`config.mk`:
```
export PLATFORM = sky130hd
export DESIGN_NAME = cpwm_midsample
export DESIGN_NICKNAME = d
export VERILOG_FILES = /design/src/rtl/mp_pkg.sv /design/src/rtl/mp_tick_gen.sv /design/src/rtl/mp_carrier.sv /design/src/rtl/mp_rep_ctr.sv /design/src/rtl/mp_compare.sv /design/src/rtl/cpwm_midsample.sv
export SDC_FILE = /design/constraint.sdc
export NUM_CORES = 1
export LEC_CHECK = 0
export BUFFER_PORTS_ARGS = -buffer_cell sky130_fd_sc_hd__buf_2
export CORE_AREA = 2 2 82 84
export DETAILED_ROUTE_END_ITERATION = 7
export DIE_AREA = 0 0 84 86
export GPL_ROUTABILITY_DRIVEN = 0
export GPL_TIMING_DRIVEN = 0
export PLACE_DENSITY_LB_ADDON = 0.05
export SLEW_MARGIN = 20
export SYNTH_ARGS = -nofsm -noshare
export SYNTH_HDL_FRONTEND = slang
export SYNTH_SLANG_ARGS = --single-unit
```
`constraint.sdc`:
```
create_clock -name clk -period 2.7 [get_ports clk]
set_input_delay 0.27 -clock clk [delete_from_list [all_inputs] [get_ports clk]]
set_output_delay 0.27 -clock clk [all_outputs]
set_load 0.05 [all_outputs]
```
`src/rtl/mp_pkg.sv`:
```
// Shared types for the center-aligned PWM block.
package mp_pkg;
    typedef enum logic { DIR_UP = 1'b0, DIR_DN = 1'b1 } dir_e;
endpackage

```
`src/rtl/mp_tick_gen.sv`:
```
// Prescaler: emits a one-clock enable every 2**sel clocks.
// Assumes sel may change at any time; an out-of-range phase wraps at once.
module mp_tick_gen #(
    parameter int SEL_W = 2
) (
    input  logic             clk,
    input  logic             rst_n,
    input  logic [SEL_W-1:0] sel,
    output logic             tick
);
    localparam int DIV_W = (2 ** SEL_W) - 1;

    logic [DIV_W-1:0] phase;
    logic [DIV_W:0]   one_sh;
    logic [DIV_W:0]   lim_full;
    logic [DIV_W-1:0] limit;

    // Terminal phase value for the selected divide.
    always_comb begin
        one_sh   = {{DIV_W{1'b0}}, 1'b1} << sel;
        lim_full = one_sh - 1'b1;
        limit    = lim_full[DIV_W-1:0];
        tick     = (phase >= limit);
    end

    // Phase counter, cleared on each tick.
    always_ff @(posedge clk) begin
        if (!rst_n)    phase <= '0;
        else if (tick) phase <= '0;
        else           phase <= phase + 1'b1;
    end

    a_r2_tick_spacing: assert property (@(posedge clk) disable iff (!rst_n)
        (tick && sel != '0) |=> (!tick || sel != $past(sel)));
endmodule

```
`src/rtl/mp_carrier.sv`:
```
// Up/down carrier: 0 .. period .. 0, one step per tick.
// Flags the cycle in which the value arrives at the valley or the peak.
module mp_carrier
    import mp_pkg::*;
#(
    parameter int CNT_W = 12
) (
    input  logic             clk,
    input  logic             rst_n,
    input  logic             tick,
    input  logic [CNT_W-1:0] period,
    output logic [CNT_W-1:0] cnt,
    output logic             valley_hit,
    output logic             peak_hit
);
    dir_e             dir, dir_nx;
    logic [CNT_W-1:0] cnt_nx;
    logic             live;

    // Next carrier value and direction.
    always_comb begin
        live   = (period != '0);
        cnt_nx = cnt;
        dir_nx = dir;
        if (!live) begin
            cnt_nx = '0;
            dir_nx = DIR_UP;
        end else if (dir == DIR_UP) begin
            if (cnt >= period) begin
                dir_nx = DIR_DN;
                cnt_nx = cnt - 1'b1;
            end else begin
                cnt_nx = cnt + 1'b1;
            end
        end else begin
            if (cnt == '0) begin
                dir_nx = DIR_UP;
                cnt_nx = {{(CNT_W-1){1'b0}}, 1'b1};
            end else begin
                cnt_nx = cnt - 1'b1;
            end
        end
    end

    // Carrier state and boundary flags, advanced only on ticks.
    always_ff @(posedge clk) begin
        if (!rst_n) begin
            cnt        <= '0;
            dir        <= DIR_UP;
            valley_hit <= 1'b0;
            peak_hit   <= 1'b0;
        end else if (tick) begin
            cnt        <= cnt_nx;
            dir        <= dir_nx;
            valley_hit <= live && (cnt_nx == '0);
            peak_hit   <= live && (dir_nx == DIR_UP) && (cnt_nx == period);
        end else begin
            valley_hit <= 1'b0;
            peak_hit   <= 1'b0;
        end
    end

    a_r1_step_one: assert property (@(posedge clk) disable iff (!rst_n)
        (tick && period != '0 && cnt <= period && $stable(period))
        |=> (cnt == $past(cnt) + 1'b1 || cnt == $past(cnt) - 1'b1));
    a_r1_hold_no_tick: assert property (@(posedge clk) disable iff (!rst_n)
        !tick |=> $stable(cnt));
    a_r5_single_boundary: assert property (@(posedge clk) disable iff (!rst_n)
        !(valley_hit && peak_hit));
endmodule

```
`src/rtl/mp_rep_ctr.sv`:
```
// Half-period repetition counter: update on every (rep+1)-th boundary.
// Starts at 1 so the first update after reset lands on the first valley.
module mp_rep_ctr #(
    parameter int REP_W = 8
) (
    input  logic             clk,
    input  logic             rst_n,
    input  logic             valley_hit,
    input  logic             peak_hit,
    input  logic [REP_W-1:0] rep,
    output logic             upd,
    output logic             samp
);
    localparam logic [REP_W-1:0] RST_LEFT = {{(REP_W-1){1'b0}}, 1'b1};

    logic [REP_W-1:0] left;
    logic             boundary;

    // Event decode from the registered boundary flags.
    always_comb begin
        boundary = valley_hit || peak_hit;
        upd      = boundary && (left == '0);
        samp     = upd && valley_hit;
    end

    // Boundaries remaining before the next update; reload from rep.
    always_ff @(posedge clk) begin
        if (!rst_n)        left <= RST_LEFT;
        else if (upd)      left <= rep;
        else if (boundary) left <= left - 1'b1;
    end

    a_r5_upd_one_clock: assert property (@(posedge clk) disable iff (!rst_n)
        upd |=> !upd);
    a_r8_reload_from_rep: assert property (@(posedge clk) disable iff (!rst_n)
        upd |=> (left == $past(rep)));
endmodule

```
`src/rtl/mp_compare.sv`:
```
// Active compare register, loaded from the shadow only on update,
// and the strict less-than comparator that forms the PWM output.
module mp_compare #(
    parameter int CNT_W = 12
) (
    input  logic             clk,
    input  logic             rst_n,
    input  logic             upd,
    input  logic [CNT_W-1:0] shadow,
    input  logic [CNT_W-1:0] cnt,
    output logic [CNT_W-1:0] cmp_act,
    output logic             pwm
);
    // Shadow-to-active transfer at update.
    always_ff @(posedge clk) begin
        if (!rst_n)   cmp_act <= '0;
        else if (upd) cmp_act <= shadow;
    end

    // Output high below the compare.
    always_comb pwm = (cnt < cmp_act);

    a_r7_hold_between_upd: assert property (@(posedge clk) disable iff (!rst_n)
        !upd |=> $stable(cmp_act));
    a_r4_zero_low: assert property (@(posedge clk) disable iff (!rst_n)
        (cmp_act == '0) |-> !pwm);
endmodule

```
`src/rtl/cpwm_midsample.sv`:
```
// Center-aligned PWM with an update event tied to the on-time midpoint.
// Assumes a single clock; all inputs synchronous to clk.
module cpwm_midsample #(
    parameter int CNT_W = 12,
    parameter int REP_W = 8,
    parameter int SEL_W = 2
) (
    input  logic             clk,
    input  logic             rst_n,
    input  logic [SEL_W-1:0] presc_sel,
    input  logic [CNT_W-1:0] period_i,
    input  logic [REP_W-1:0] rep_i,
    input  logic [CNT_W-1:0] duty_shadow_i,
    output logic             pwm_o,
    output logic             upd_o,
    output logic             samp_o
);
    logic             tick;
    logic [CNT_W-1:0] cnt;
    logic             valley_hit;
    logic             peak_hit;
    logic [CNT_W-1:0] cmp_act;

    mp_tick_gen #(.SEL_W(SEL_W)) u_tick (
        .clk(clk), .rst_n(rst_n), .sel(presc_sel), .tick(tick)
    );

    mp_carrier #(.CNT_W(CNT_W)) u_carrier (
        .clk(clk), .rst_n(rst_n), .tick(tick), .period(period_i),
        .cnt(cnt), .valley_hit(valley_hit), .peak_hit(peak_hit)
    );

    mp_rep_ctr #(.REP_W(REP_W)) u_rep (
        .clk(clk), .rst_n(rst_n), .valley_hit(valley_hit), .peak_hit(peak_hit),
        .rep(rep_i), .upd(upd_o), .samp(samp_o)
    );

    mp_compare #(.CNT_W(CNT_W)) u_cmp (
        .clk(clk), .rst_n(rst_n), .upd(upd_o), .shadow(duty_shadow_i),
        .cnt(cnt), .cmp_act(cmp_act), .pwm(pwm_o)
    );

    a_r6_samp_at_valley: assert property (@(posedge clk) disable iff (!rst_n)
        samp_o |-> (upd_o && cnt == '0));
    a_r3_high_below_cmp: assert property (@(posedge clk) disable iff (!rst_n)
        (cnt >= cmp_act) |-> !pwm_o);
endmodule

```
==> load_flow_metrics.sql <==
INSERT INTO impl_metrics (metric_group, metric, value, unit) VALUES
('status', 'outcome', 'finished, violations left', ''),
('status', 'violations', 'setup timing', ''),
('setup_path', 'worst_ep_arrival_time', '3.20', 'ns'),
('yosys', 'synth_top_flop_cell', 'sky130_fd_sc_hd__dfxtp_1', ''),
('clocking', 'cts_hold_buffers', '0', ''),
('power', 'power-per-cell-area', '426', 'nW/um^2'),
('floorplan', 'floorplan.initialDensity', '49.1', '%'),
('setup_path', 'startpoint_type', 'register', ''),
('layout', 'post_route_cells_drive_above_1_share', '35.2', '%'),
('floorplan', 'die_width', '84', 'um'),
('timing', 'slew_violations', '0', ''),
('detailed_routing', 'routed-wl-met3', '442', 'um'),
('detailed_routing', 'routed_wl', '8920', 'um'),
('yosys', 'yosys_warnings', '0', ''),
('clocking', 'tritoncts.num_buffers', '5', ''),
('yosys', 'postSynthCellCount', '393', ''),
('timing', 'slew_headroom', '61.7', '%'),
('clocking', 'clkTransAtPathRegs', '0.08', 'ns'),
('detailed_routing', 'firstDrtPassIters', '4', ''),
('timing', 'fin_hold_ws', '0.216', 'ns'),
('clocking', 'cts_tree', 'built', ''),
('timing', 'worst_slack', '-0.305', 'ns'),
('detailed_routing', 'post_drt_via_cell_ratio', '5.55', ''),
('job', 'timing.max_cap.violations', '0', ''),
('yosys', 'combinational_family_with_the_most_area_after_synthesis', 'simple AND/OR/NAND/NOR gates', ''),
('yosys', 'post_synth_xor_xnor_area', '4.71', '%'),
('yosys', 'synth_nets', '460', ''),
('detailed_routing', 'wl_met2', '4110', 'um'),
('placed_design', 'dp_hpwl', '5940', 'um'),
('grt', 'grt_pass1_wl', '14300', 'um'),
('timing', 'fmaxAchievable', '333', 'MHz'),
('floorplan', 'rows', '29', ''),
('layout', 'synth_to_layout_area_growth', '38.8', '%'),
('timing', 'rsz0062_at_grt', 'true', ''),
('detailed_routing', 'drcViolationCount', '0', ''),
('detailed_routing', 'drt-wirelength-per-cell', '16.2', 'um'),
('clocking', 'clk_latency', '0.30', 'ns'),
('detailed_routing', 'vias', '3045', ''),
('timing', 'layout_min_cycle_time', '3.01', 'ns'),
('setup_path', 'crit_required', '2.89', 'ns'),
('timing', 'timing_hold_violations_final', '0', ''),
('placed_design', 'dpl.cell_count', '508', ''),
('yosys', 'synth-simple-area-share', '28.4', '%'),
('floorplan', 'die_height', '86', 'um'),
('timing', 'finalSetupViolCount', '3', ''),
('timing', 'timing_worst_slew_pin_value', '0.575', 'ns'),
('floorplan', 'core-area', '6280', 'sq um'),
('yosys', 'synth_adder_area_share', '12.6', '%'),
('detailed_routing', 'initialDrtViolationCount', '180', ''),
('setup_path', 'crit_path_max_fanout', '4', ''),
('setup_path', 'ws_path_type', 'reg2reg', ''),
('power', 'static-leakage-power', '1.81', 'nW'),
('detailed_routing', 'drt-met1-wl', '4110', 'um'),
('yosys', 'postSynth.asyncResetShare', '0', '%'),
('floorplan', 'floorplan.die_area', '7220', 'sq um'),
('timing', 'fin_worst_skew', '0.0116', 'ns'),
('timing', 'finalCritPeriodShare', '111', '%'),
('yosys', 'yosysSeqAreaShare', '24.7', '%'),
('grt', 'first_global_vias', '2927', ''),
('yosys', 'synth_area_in_compound_gates', '17.3', '%'),
('grt', 'grt_max_degree', '14', ''),
('grt', 'grt_antenna_before_repair', '0', ''),
('yosys', 'post_synth_num_cell_types', '56', ''),
('placed_design', 'detailedPlace.worstSlack', '-0.543', 'ns'),
('clocking', 'ctsRootBufferMaster', 'sky130_fd_sc_hd__clkbuf_8', ''),
('layout', 'nets', '538', ''),
('setup_path', 'timing.critical_path.to_type', 'register', ''),
('clocking', 'ctsLongestPathBuffers', '2', ''),
('grt', 'globalRoute.totalOverflow', '0', ''),
('layout', 'postLayoutCoreUtil', '68.1', '%'),
('yosys', 'synth.avg_cell_area', '7.84', 'sq um'),
('layout', 'final-instance-count-excl-fill', '549', ''),
('yosys', 'synthMuxAreaShare', '6.10', '%'),
('power', 'ir_drop', '349', 'uV'),
('placed_design', 'numPortBuffers', '38', ''),
('detailed_routing', 'top_signal_layer_used', 'met4', ''),
('yosys', 'synth_area', '3080', 'sq um'),
('clocking', 'clock_tree.htree_level_count', '2', ''),
('clocking', 'clock_sinks', '38', ''),
('detailed_routing', 'antenna_left', '0', ''),
('grt', 'total_routing_resource_utilization_after_global_routing', '24.8', '%'),
('layout', 'n_antenna_cell', '0', ''),
('yosys', 'ys_ff_latch', '38', ''),
('floorplan', 'ioPinCount', '39', ''),
('hold_path', 'hold_path_class', 'in2reg', ''),
('yosys', 'synth-edff-count', '0', '');
metrics by stage:
stage | total power [mW] | cell area, sq um | setup TNS, ns
after floorplan | 0.959 | 3100 | 0
after global placement | 1.07 | 3390 | -1.72
after detailed placement | 1.08 | 3390 | -2.27
after CTS | 1.78 | 4010 | -0.548
after global routing | 1.92 | 4280 | -1.03
final | 1.82 | 4280 | -0.624
cells in the mapped netlist, types with 2 or more instances:
library cell / instances / area (sq um)
sky130_fd_sc_hd__a211oi_1: 3 / 22.5
sky130_fd_sc_hd__nand4_1: 5 / 31.3
sky130_fd_sc_hd__clkbuf_1: 12 / 45.0
sky130_fd_sc_hd__nand2_1: 57 / 214
sky130_fd_sc_hd__a21oi_1: 17 / 85.1
sky130_fd_sc_hd__a2111o_1: 2 / 22.5
sky130_fd_sc_hd__ha_1: 31 / 388
sky130_fd_sc_hd__dfxtp_1: 38 / 761
sky130_fd_sc_hd__and2_1: 8 / 50.1
sky130_fd_sc_hd__nand2b_1: 5 / 31.3
sky130_fd_sc_hd__o211a_1: 2 / 20.0
sky130_fd_sc_hd__a21o_1: 7 / 52.6
sky130_fd_sc_hd__nand3_1: 9 / 45.0
sky130_fd_sc_hd__nor2_2: 2 / 12.5
sky130_fd_sc_hd__o211ai_1: 5 / 37.5
sky130_fd_sc_hd__or2_2: 3 / 18.8
sky130_fd_sc_hd__mux2i_1: 14 / 140
sky130_fd_sc_hd__o21ai_2: 2 / 17.5
sky130_fd_sc_hd__or3_1: 8 / 50.1
sky130_fd_sc_hd__xor2_1: 3 / 26.3
sky130_fd_sc_hd__or4_4: 2 / 22.5
sky130_fd_sc_hd__buf_2: 3 / 15.0
sky130_fd_sc_hd__a21boi_0: 13 / 97.6
sky130_fd_sc_hd__nor2b_1: 12 / 75.1
sky130_fd_sc_hd__o21ai_0: 9 / 45.0
sky130_fd_sc_hd__nor3_1: 16 / 80.1
sky130_fd_sc_hd__xnor2_1: 11 / 96.3
sky130_fd_sc_hd__and3_1: 5 / 31.3
sky130_fd_sc_hd__o31a_1: 2 / 17.5
sky130_fd_sc_hd__nor4_1: 10 / 62.6
sky130_fd_sc_hd__or2_1: 2 / 12.5
sky130_fd_sc_hd__inv_1: 29 / 109
sky130_fd_sc_hd__nor2_1: 18 / 67.6
sky130_fd_sc_hd__a31oi_1: 3 / 18.8
sky130_fd_sc_hd__o21ai_1: 3 / 15.0
sky130_fd_sc_hd__o21a_1: 2 / 15.0
path summary, 6_finish.rpt:
path | start | slack (ns) | endpoint | cells past startpoint
max | u_carrier.cnt[0] | -0.31 | u_carrier.peak_hit | 14
min | duty_shadow_i[9] | 0.22 | u_cmp.cmp_act[9] | 3
max reg2reg | u_carrier.cnt[0] | -0.31 | u_carrier.peak_hit | 14
min reg2reg | u_tick.phase[0] | 0.45 | u_tick.phase[0] | 1
what timing repair did:
item	in CTS	in global routing
buffers inserted	22	14
cloned	1	0
resized for setup	60	40
setup endpoints to repair	22	13
pin swaps	16	24
power breakdown:
part | switching [mW] | internal (mW)
clock | 0.220 | 0.370
sequential | 0.0248 | 0.580
combinational | 0.339 | 0.289
total | 0.584 | 1.24
flip-flops by register name, indices dropped and copies added, names as in the netlist:
name and count:
u_carrier.cnt 12, u_carrier.dir 1, u_carrier.peak_hit 1, u_carrier.valley_hit 1
u_cmp.cmp_act 12, u_rep.left 8, u_tick.phase 3
routing by layer:
metal	track usage, %	vias up
met3	3.56	18
met5	0	-
li1	-	1545
met2	40.3	93
met4	12.5	0
met1	32.5	1389
logic make-up (layout without fill, tap and decap cells):
| kind of cell | after synthesis | after routing |
|---|---|---|
| and+or+nand+nor | 168 | 168 |
| muxes | 17 | 17 |
| adders and majority gates | 31 | 31 |
| buffers and inverters | 47 | 126 |
| DFF | 38 | 38 |
| AOI/OAI and AO/OA | 77 | 77 |
| xor gates and xnor gates | 15 | 15 |
area by class of cell:
class	count	area, sq um
Multi-Input combinational cell	308	2510
Fill cell	540	2000
Sequential cell	38	790
Timing Repair Buffer	75	546
Inverter	30	115
Tap cell	77	96.3
Buffer	13	77.6
Clock buffer	5	68.8
Clock inverter	3	68.8
placed cells by master, fill, tap and decap left out, drive strengths merged, types with 5 or more instances in the layout:
cell    instances
nand2          57
or3             8
a21o            7
nor3           17
and2            8
ha             31
dfxtp          38
buf            78
or2             5
nor2           20
clkbuf         15
o211ai          5
nand2b          5
a21boi         13
nor4           11
mux2i          16
xnor2          11
inv            30
a21oi          18
o21ai          14
nand4           5
nor2b          12
and3            5
nand3           9
critical path, stage by stage, from the launching register on:
cell and delay (ns):
sky130_fd_sc_hd__dfxtp_2 0.33, sky130_fd_sc_hd__clkbuf_8 0.14, sky130_fd_sc_hd__inv_4 0.07, sky130_fd_sc_hd__ha_4 0.19, sky130_fd_sc_hd__nand2b_4 0.14, sky130_fd_sc_hd__a31oi_4 0.18
sky130_fd_sc_hd__o21ai_4 0.09, sky130_fd_sc_hd__buf_6 0.14, sky130_fd_sc_hd__buf_4 0.13, sky130_fd_sc_hd__a2111o_1 0.38, sky130_fd_sc_hd__nand3_2 0.10, sky130_fd_sc_hd__mux2i_4 0.28
sky130_fd_sc_hd__xnor2_2 0.15, sky130_fd_sc_hd__nand4_1 0.20, sky130_fd_sc_hd__nor4_2 0.38
No activity file was read; power rests on OpenSTA's default activity.
